<file path="src/rtl/dbg_mbox_pkg.sv">
package dbg_mbox_pkg;

    localparam int unsigned MBOX_DATA_W = 8;

    typedef struct packed {
        logic mb_rd;
        logic mb_wr;
        logic io_rd;
        logic io_wr;
    } mbox_route_t;

    typedef enum logic [1:0] {
        SRC_NONE = 2'd0,
        SRC_MBOX = 2'd1,
        SRC_IO   = 2'd2
    } rd_src_e;

    function automatic mbox_route_t route_access(
        input logic sel,
        input logic rd,
        input logic wr,
        input logic fuse,
        input logic grant
    );
        mbox_route_t r;
        logic to_mbox;
        to_mbox = fuse & grant;
        r.mb_rd = sel & rd & to_mbox;
        r.mb_wr = sel & wr & to_mbox;
        r.io_rd = sel & rd & ~to_mbox;
        r.io_wr = sel & wr & ~to_mbox;
        return r;
    endfunction

    function automatic rd_src_e pick_source(input mbox_route_t r);
        if (r.mb_rd)      return SRC_MBOX;
        else if (r.io_rd) return SRC_IO;
        else              return SRC_NONE;
    endfunction

endpackage

</file>
<file path="src/rtl/mbox_steer.sv">
module mbox_steer
    import dbg_mbox_pkg::*;
(
    input  logic        clk,
    input  logic        rst,
    input  logic        sel,
    input  logic        rd,
    input  logic        wr,
    input  logic        fuse,
    input  logic        grant,
    output mbox_route_t route,
    output rd_src_e     src
);

    always_comb begin
        route = route_access(sel, rd, wr, fuse, grant);
        src   = pick_source(route);
    end


    mbox_io_wr_excl_chk: assert property (@(posedge clk) disable iff (rst)
        !(route.mb_wr && route.io_wr));


    mbox_io_rd_excl_chk: assert property (@(posedge clk) disable iff (rst)
        !(route.mb_rd && route.io_rd));

endmodule

</file>
<file path="src/rtl/mbox_store.sv">
module mbox_store #(
    parameter int unsigned DATA_W = 8
) (
    input  logic              clk,
    input  logic              rst,
    input  logic              wr_en,
    input  logic [DATA_W-1:0] wdata,
    input  logic              dbg_rd,
    output logic [DATA_W-1:0] data,
    output logic              dirty
);

    logic [DATA_W-1:0] data_q;
    logic              dirty_q;

    always_ff @(posedge clk) begin
        if (rst) begin
            data_q  <= '0;
            dirty_q <= 1'b0;
        end else begin
            if (wr_en) begin
                data_q <= wdata;
            end
            if (wr_en) begin
                dirty_q <= 1'b1;
            end else if (dbg_rd) begin
                dirty_q <= 1'b0;
            end
        end
    end

    assign data  = data_q;
    assign dirty = dirty_q;


    wr_sets_dirty_chk: assert property (@(posedge clk) disable iff (rst)
        wr_en |=> (dirty && data == $past(wdata)));


    dbg_rd_clears_chk: assert property (@(posedge clk) disable iff (rst)
        (dbg_rd && !wr_en) |=> !dirty);


    idle_holds_chk: assert property (@(posedge clk) disable iff (rst)
        (!wr_en && !dbg_rd) |=> ($stable(data) && $stable(dirty)));

endmodule

</file>
<file path="src/rtl/mbox_rdview.sv">
module mbox_rdview
    import dbg_mbox_pkg::*;
#(
    parameter int unsigned DATA_W = 8
) (
    input  rd_src_e           src,
    input  logic [DATA_W-2:0] store_low,
    input  logic              dirty,
    input  logic [DATA_W-1:0] io_rdata,
    output logic [DATA_W-1:0] rdata
);

    always_comb begin
        unique case (src)
            SRC_MBOX: rdata = {dirty, store_low};
            SRC_IO:   rdata = io_rdata;
            default:  rdata = '0;
        endcase
    end

endmodule

</file>
<file path="src/rtl/dbg_mailbox.sv">
module dbg_mailbox
    import dbg_mbox_pkg::*;
#(
    parameter int unsigned DATA_W = MBOX_DATA_W
) (
    input  logic              clk,
    input  logic              rst,
    input  logic              cpu_sel,
    input  logic              cpu_rd,
    input  logic              cpu_wr,
    input  logic [DATA_W-1:0] cpu_wdata,
    output logic [DATA_W-1:0] cpu_rdata,
    input  logic              fuse_dbg_en,
    input  logic              dbg_grant,
    output logic              io_rd,
    output logic              io_wr,
    input  logic [DATA_W-1:0] io_rdata,
    input  logic              dbg_rd,
    output logic [DATA_W-1:0] dbg_data,
    output logic              dbg_dirty
);

    localparam int unsigned LOW_W = DATA_W - 1;

    mbox_route_t       route;
    rd_src_e           src;
    logic [DATA_W-1:0] store_data;
    logic              store_dirty;

    mbox_steer u_steer (
        .clk   (clk),
        .rst   (rst),
        .sel   (cpu_sel),
        .rd    (cpu_rd),
        .wr    (cpu_wr),
        .fuse  (fuse_dbg_en),
        .grant (dbg_grant),
        .route (route),
        .src   (src)
    );

    mbox_store #(.DATA_W(DATA_W)) u_store (
        .clk    (clk),
        .rst    (rst),
        .wr_en  (route.mb_wr),
        .wdata  (cpu_wdata),
        .dbg_rd (dbg_rd),
        .data   (store_data),
        .dirty  (store_dirty)
    );

    mbox_rdview #(.DATA_W(DATA_W)) u_rdview (
        .src       (src),
        .store_low (store_data[LOW_W-1:0]),
        .dirty     (store_dirty),
        .io_rdata  (io_rdata),
        .rdata     (cpu_rdata)
    );

    assign io_rd     = route.io_rd;
    assign io_wr     = route.io_wr;
    assign dbg_data  = store_data;
    assign dbg_dirty = store_dirty;


    cpu_view_chk: assert property (@(posedge clk) disable iff (rst)
        (cpu_sel && cpu_rd && fuse_dbg_en && dbg_grant) |->
        (cpu_rdata == {dbg_dirty, dbg_data[LOW_W-1:0]}));


    unselected_quiet_chk: assert property (@(posedge clk) disable iff (rst)
        !cpu_sel |-> (!io_rd && !io_wr && cpu_rdata == '0));

endmodule

</file>
<file path="config.mk">
export PLATFORM = sky130hd
export DESIGN_NAME = dbg_mailbox
export DESIGN_NICKNAME = d
export VERILOG_FILES = /design/src/rtl/dbg_mbox_pkg.sv /design/src/rtl/mbox_steer.sv /design/src/rtl/mbox_store.sv /design/src/rtl/mbox_rdview.sv /design/src/rtl/dbg_mailbox.sv
export SDC_FILE = /design/constraint.sdc
export NUM_CORES = 1
export LEC_CHECK = 0
export BUFFER_PORTS_ARGS = -buffer_cell sky130_fd_sc_hd__buf_2
export CORE_ASPECT_RATIO = 0.9
export CORE_MARGIN = 1
export CORE_UTILIZATION = 35
export DETAILED_ROUTE_END_ITERATION = 8
export PLACE_DENSITY = 0.83
export SLEW_MARGIN = 20
export SYNTH_ARGS = -nofsm -noshare
export SYNTH_HDL_FRONTEND = slang
export SYNTH_SLANG_ARGS = --single-unit
</file>
<file path="constraint.sdc">
create_clock -name clk -period 0.95 [get_ports clk]
set_clock_uncertainty 0.05 [all_clocks]
set_input_delay 0.19 -clock clk [delete_from_list [all_inputs] [get_ports clk]]
set_output_delay 0.19 -clock clk [all_outputs]
set_load 0.1 [all_outputs]
</file>
==> qor.yml, run 1 <==
run_status:
  status: "did not finish"
  lastStage: "5_1_grt"
  error_line: "[ERROR DPL-0038] Utilization greater than 100%, impossible to legalize"
placement:
  gp_congestion: 0.680
  numPortBuffers: 42
  post-dp-hpwl_mm: 1.69
  dp.cells: 140
timing:
  worst-ep-kind: "primary output"
  grt-worst-endpoint: "cpu_rdata[4]"
yosys:
  synth_area_um2: 617
  syn-num-nets: 94
  synth_warnings: 0
  synth_cell_type_count: 14
  ys_ff_latch: 9
  synth_cells: 70
  ys_seq_area_share_pct: 29.2
  syn_avg_cell_area_um2: 8.81
clock_tree:
  cts_num_sinks: 9
  cts_made_buffers: 3
  cts_root_buffer: "clkbuf_4"
  htreeDepth: 1
  clockBufferDepth: 2
floorplanning:
  die_x_um: 46.3
  die_y_um: 41.8
  start_util_pct: 37.1
  core.rowCount: 14
  boundaryPins: 43
global_route:
  grt_max_degree: 20
kinds of logic after synthesis:
logic type      Yosys count  synth area share [%]
buf+inv                   6                  8.31
compound gates           19                  22.7
mux                       8                  13.0
flops                     9                  29.2
simple gates             28                  26.8
synth_stat cells:
| cell type | count | share of area (%) |
|---|---|---|
| a21bo_2 | 8 | 13 |
| a21oi_1 | 10 | 8.1 |
| and4_4 | 1 | 1.8 |
| buf_2 | 2 | 1.6 |
| buf_6 | 2 | 3.7 |
| buf_8 | 1 | 2.4 |
| clkbuf_1 | 1 | 0.61 |
| dfxtp_1 | 9 | 29 |
| mux2i_1 | 8 | 13 |
| nand2_1 | 2 | 1.2 |
| nand2b_1 | 16 | 16 |
| nand3_1 | 8 | 6.5 |
| nor2b_1 | 1 | 1.0 |
| o21ba_1 | 1 | 1.6 |
repair_timing:
| item | 4_1_cts |
|---|---|
| setup buffers | 6 |
| pin swaps | 13 |
| endpoints found under the setup margin | 28 |
| cloned | 3 |
| gates resized for setup | 27 |
| hold buffers | 0 |
per-stage QoR:
step	utilization (%)	TNS [ns]	cell area, um^2	hold slack (ns)	setup slack (ns)
floorplan	-	-4.86	848	0.284	-0.532
CTS	97.1	-4.79	1620	0.109	-0.367
detailed placement	81.7	-7.48	1360	0.407	-0.439
global placement	81.7	-6.70	1360	0.393	-0.387
==> run 2: changes to the inputs <==
- CORE_AREA: not set -> 2 2 63 65
- CORE_ASPECT_RATIO: 0.9 -> not set
- CORE_MARGIN: 1 -> not set
- CORE_UTILIZATION: 35 -> not set
- DIE_AREA: not set -> 0 0 65 67
- PLACE_DENSITY: 0.83 -> not set
- PLACE_DENSITY_LB_ADDON: not set -> 0.15
- clock period: 0.95 -> 1.2 ns (I/O delays scaled with it)
==> qor.yml, run 2 <==
run_status:
  status: "finished, violations left"
  violations: "setup timing"
setup_path:
  cp.arrival_ns: 1.01
  cp_top_family: "flip-flops"
  path_buf_inv: 1
  worst_path_largest_cell_delay_ns: 0.34
  r2r_slack_ns: 0.28
  path_cells: "nand3_2, a21oi_4, buf_12"
  crit_slowest_cell: "dfxtp_4"
  reg2reg_from: "u_store.dirty"
  worst-setup-path-type: "reg -> out"
  start_kind: "flop"
  cp-end-kind: "output pin"
  crit_required_ns: 0.91
  rr_endpoint: "u_store.dirty"
  worstPathMaxFanout: 2
  reg2regPathDepth: 3
yosys:
  synth_edf_count: 0
  synth_common_cells: "nand2b_1 (16), a21oi_1 (10), dfxtp_1 (9)"
  synth_cells: 70
  synth_top_area_share_pct: 29.2
  syn_avg_cell_area_um2: 8.81
  synth_top_flop_cell: "dfxtp_1"
  synthTopCellsByArea: "dfxtp_1 (29%), nand2b_1 (16%), a21bo_2 (13%)"
  synth.most_common_cell: "nand2b_1"
  synth_cell_type_count: 14
  synth_warnings: 0
  ys_seq_area_share_pct: 29.2
  synth_top_area_cell: "dfxtp_1"
  synth_area_um2: 617
  syn-num-nets: 94
  async_flop_share_pct: 0
  ys_ff_latch: 9
floorplanning:
  core.rowCount: 22
  start_util_pct: 17.1
  die_area_um2: 4360
  boundaryPins: 43
  die_y_um: 67
  die_x_um: 65
  design.core.area_um2: 3610
power_and_ir_drop:
  p_sw_w: 0.000385
  sw_frac_of_total_pct: 35.3
  pwr_density_cell_nw_per_um2: 724
  seqPwrFrac_pct: 27.5
  ir_drop_v: 0.000625
  p_int_w: 0.000706
  p_leak_nw: 0.557
  pwr-share-clk_pct: 31.7
  combPwrFrac_pct: 40.8
  design_power_total_w: 0.00109
timing:
  setup_slack_ns: -0.0957
  maxSlewViolCount: 0
  setup_violations: 8
  relSlewSlack_pct: 85.8
  worstMarginPinSlew_ns: 0.213
  max_clock_freq_mhz: 772
  period_minus_slack_ns: 1.30
  rsz0062_at_grt: "true"
  hold_viol_final: 0
  fin_crit_sh_pct: 108
clock_tree:
  clk_pin_slew_worst_paths_ns: 0.04
  cts_hold_buf: 0
  clockBufferDepth: 2
  cts_made_buffers: 3
  htreeDepth: 1
  clk_latency_ns: 0.23
  cts_tree: "yes"
  cts_root_buffer: "clkbuf_8"
  cts_num_sinks: 9
final_layout:
  largest_reg_flops: 8
  diodes: 0
  fin_util_pct: 41.8
  nets: 146
  fillCellCount: 358
  layout-drive-gt1-share_pct: 76.9
  synthToLayoutAreaGrowth_pct: 144
  final_cell_mix: "buf_2 (20), buf_12 (20), nand2b_1 (16)"
  final_cells: 169
global_route:
  grt_pass1_vias: 729
  grt.overflow.total: 0
  grt_use_total_pct: 9.73
  antenna_found_initial: 0
  grt_max_degree: 20
  grt_pass1_wl_mm: 3.27
min_path:
  hold_end: "u_store.data[4]"
  hold_path.class: "in -> reg"
  hold_depth: 3
  worstHoldStart: "cpu_wdata[4]"
placement:
  numPortBuffers: 42
  dp.cells: 162
  post-dp-hpwl_mm: 1.59
  gp_congestion: 0.728
drt:
  num_vias: 693
  drc: 0
  postRouteAntennaNets: 0
  wire_per_inst_um: 11.8
  drt-vias-per-instance: 4.10
  dr.pass1.iters: 4
  drt_iter0_drc: 16
  wl_mm: 2.00
job:
  drv_cap: 0
## run 2: cell counts after synthesis
Identical to the previous run, type by type.
## run 2: what timing repair did
item,4_1_cts,5_1_grt
endpoints found under the setup margin,9,10
resized for setup,6,7
endpoints found under the hold margin,0,0
pin swaps,8,1
setup buffers,3,0
## run 2: layout make-up
type / count / area, um^2 / share of cell area (%)
timing repair buffer: 53 / 606 / 40.2
multi-input combinational: 55 / 584 / 38.8
sequential: 9 / 211 / 14.0
tap: 48 / 60.1 / 3.99
clock buffer: 4 / 45.0 / 2.99
## run 2: worst reg2reg max path, cell delays in order, from the launching register on
cell     delay, ns
dfxtp_4       0.35
buf_4         0.14
nor2b_1       0.12
o21ba_1       0.16
## run 2: logic make-up after synthesis
kind of cell,count (synthesis),share of synthesized area (%)
and+or+nand+nor,28,26.8
buffers and inverters,6,8.31
muxes,8,13.0
DFF,9,29.2
AOI/OAI and AO/OA,19,22.7
## run 2: how the worst max path moves through the flow
stage / from / endpoint / slack, ns / cells after the start
final: u_store.data[6] / cpu_rdata[6] / -0.1 / 3
after global routing: u_store.data[2] / cpu_rdata[2] / -0.13 / 3
after CTS: u_store.data[5] / cpu_rdata[5] / -0.11 / 3
after detailed placement: dbg_grant / cpu_rdata[5] / -0.26 / 4
after global placement: dbg_grant / cpu_rdata[6] / -0.24 / 4
after floorplan: u_store.data[0] / cpu_rdata[0] / -0.33 / 2
## run 2: routing by layer
| metal | vias up | track usage, % | wire length (um) | share of wire, % |
|---|---|---|---|---|
| met5 | - | 0 | 0 | 0 |
| met4 | 0 | 0.798 | 2 | 0.10 |
| met1 | 317 | 11.1 | 838 | 42 |
| met2 | 28 | 17.7 | 993 | 50 |
| li1 | 346 | - | - | - |
| met3 | 2 | 3.89 | 164 | 8.2 |
## run 2: power groups by stage
| stage | combinational [W] | sequential [W] | clock, W |
|---|---|---|---|
| floorplan | 0.000243 | 0.000353 | 0 |
| global placement | 0.000418 | 0.000306 | 0 |
| detailed placement | 0.000423 | 0.000306 | 0 |
| CTS | 0.000437 | 0.000299 | 0.000362 |
| global route | 0.000465 | 0.000300 | 0.000384 |
| finish | 0.000445 | 0.000300 | 0.000346 |
## run 2: metrics by stage
stage	setup WS [ns]	setup TNS (ns)	hold WS [ns]	instance area [um^2]
5_1_grt	-0.133	-1.02	0.218	1510
3_3_place_gp	-0.236	-3.11	0.430	1370
4_1_cts	-0.114	-0.887	0.209	1470
6_report	-0.0957	-0.721	0.213	1510
3_5_place_dp	-0.262	-3.53	0.437	1370
2_1_floorplan	-0.332	-2.96	0.334	846
No activity file was read; power rests on OpenSTA's default activity.
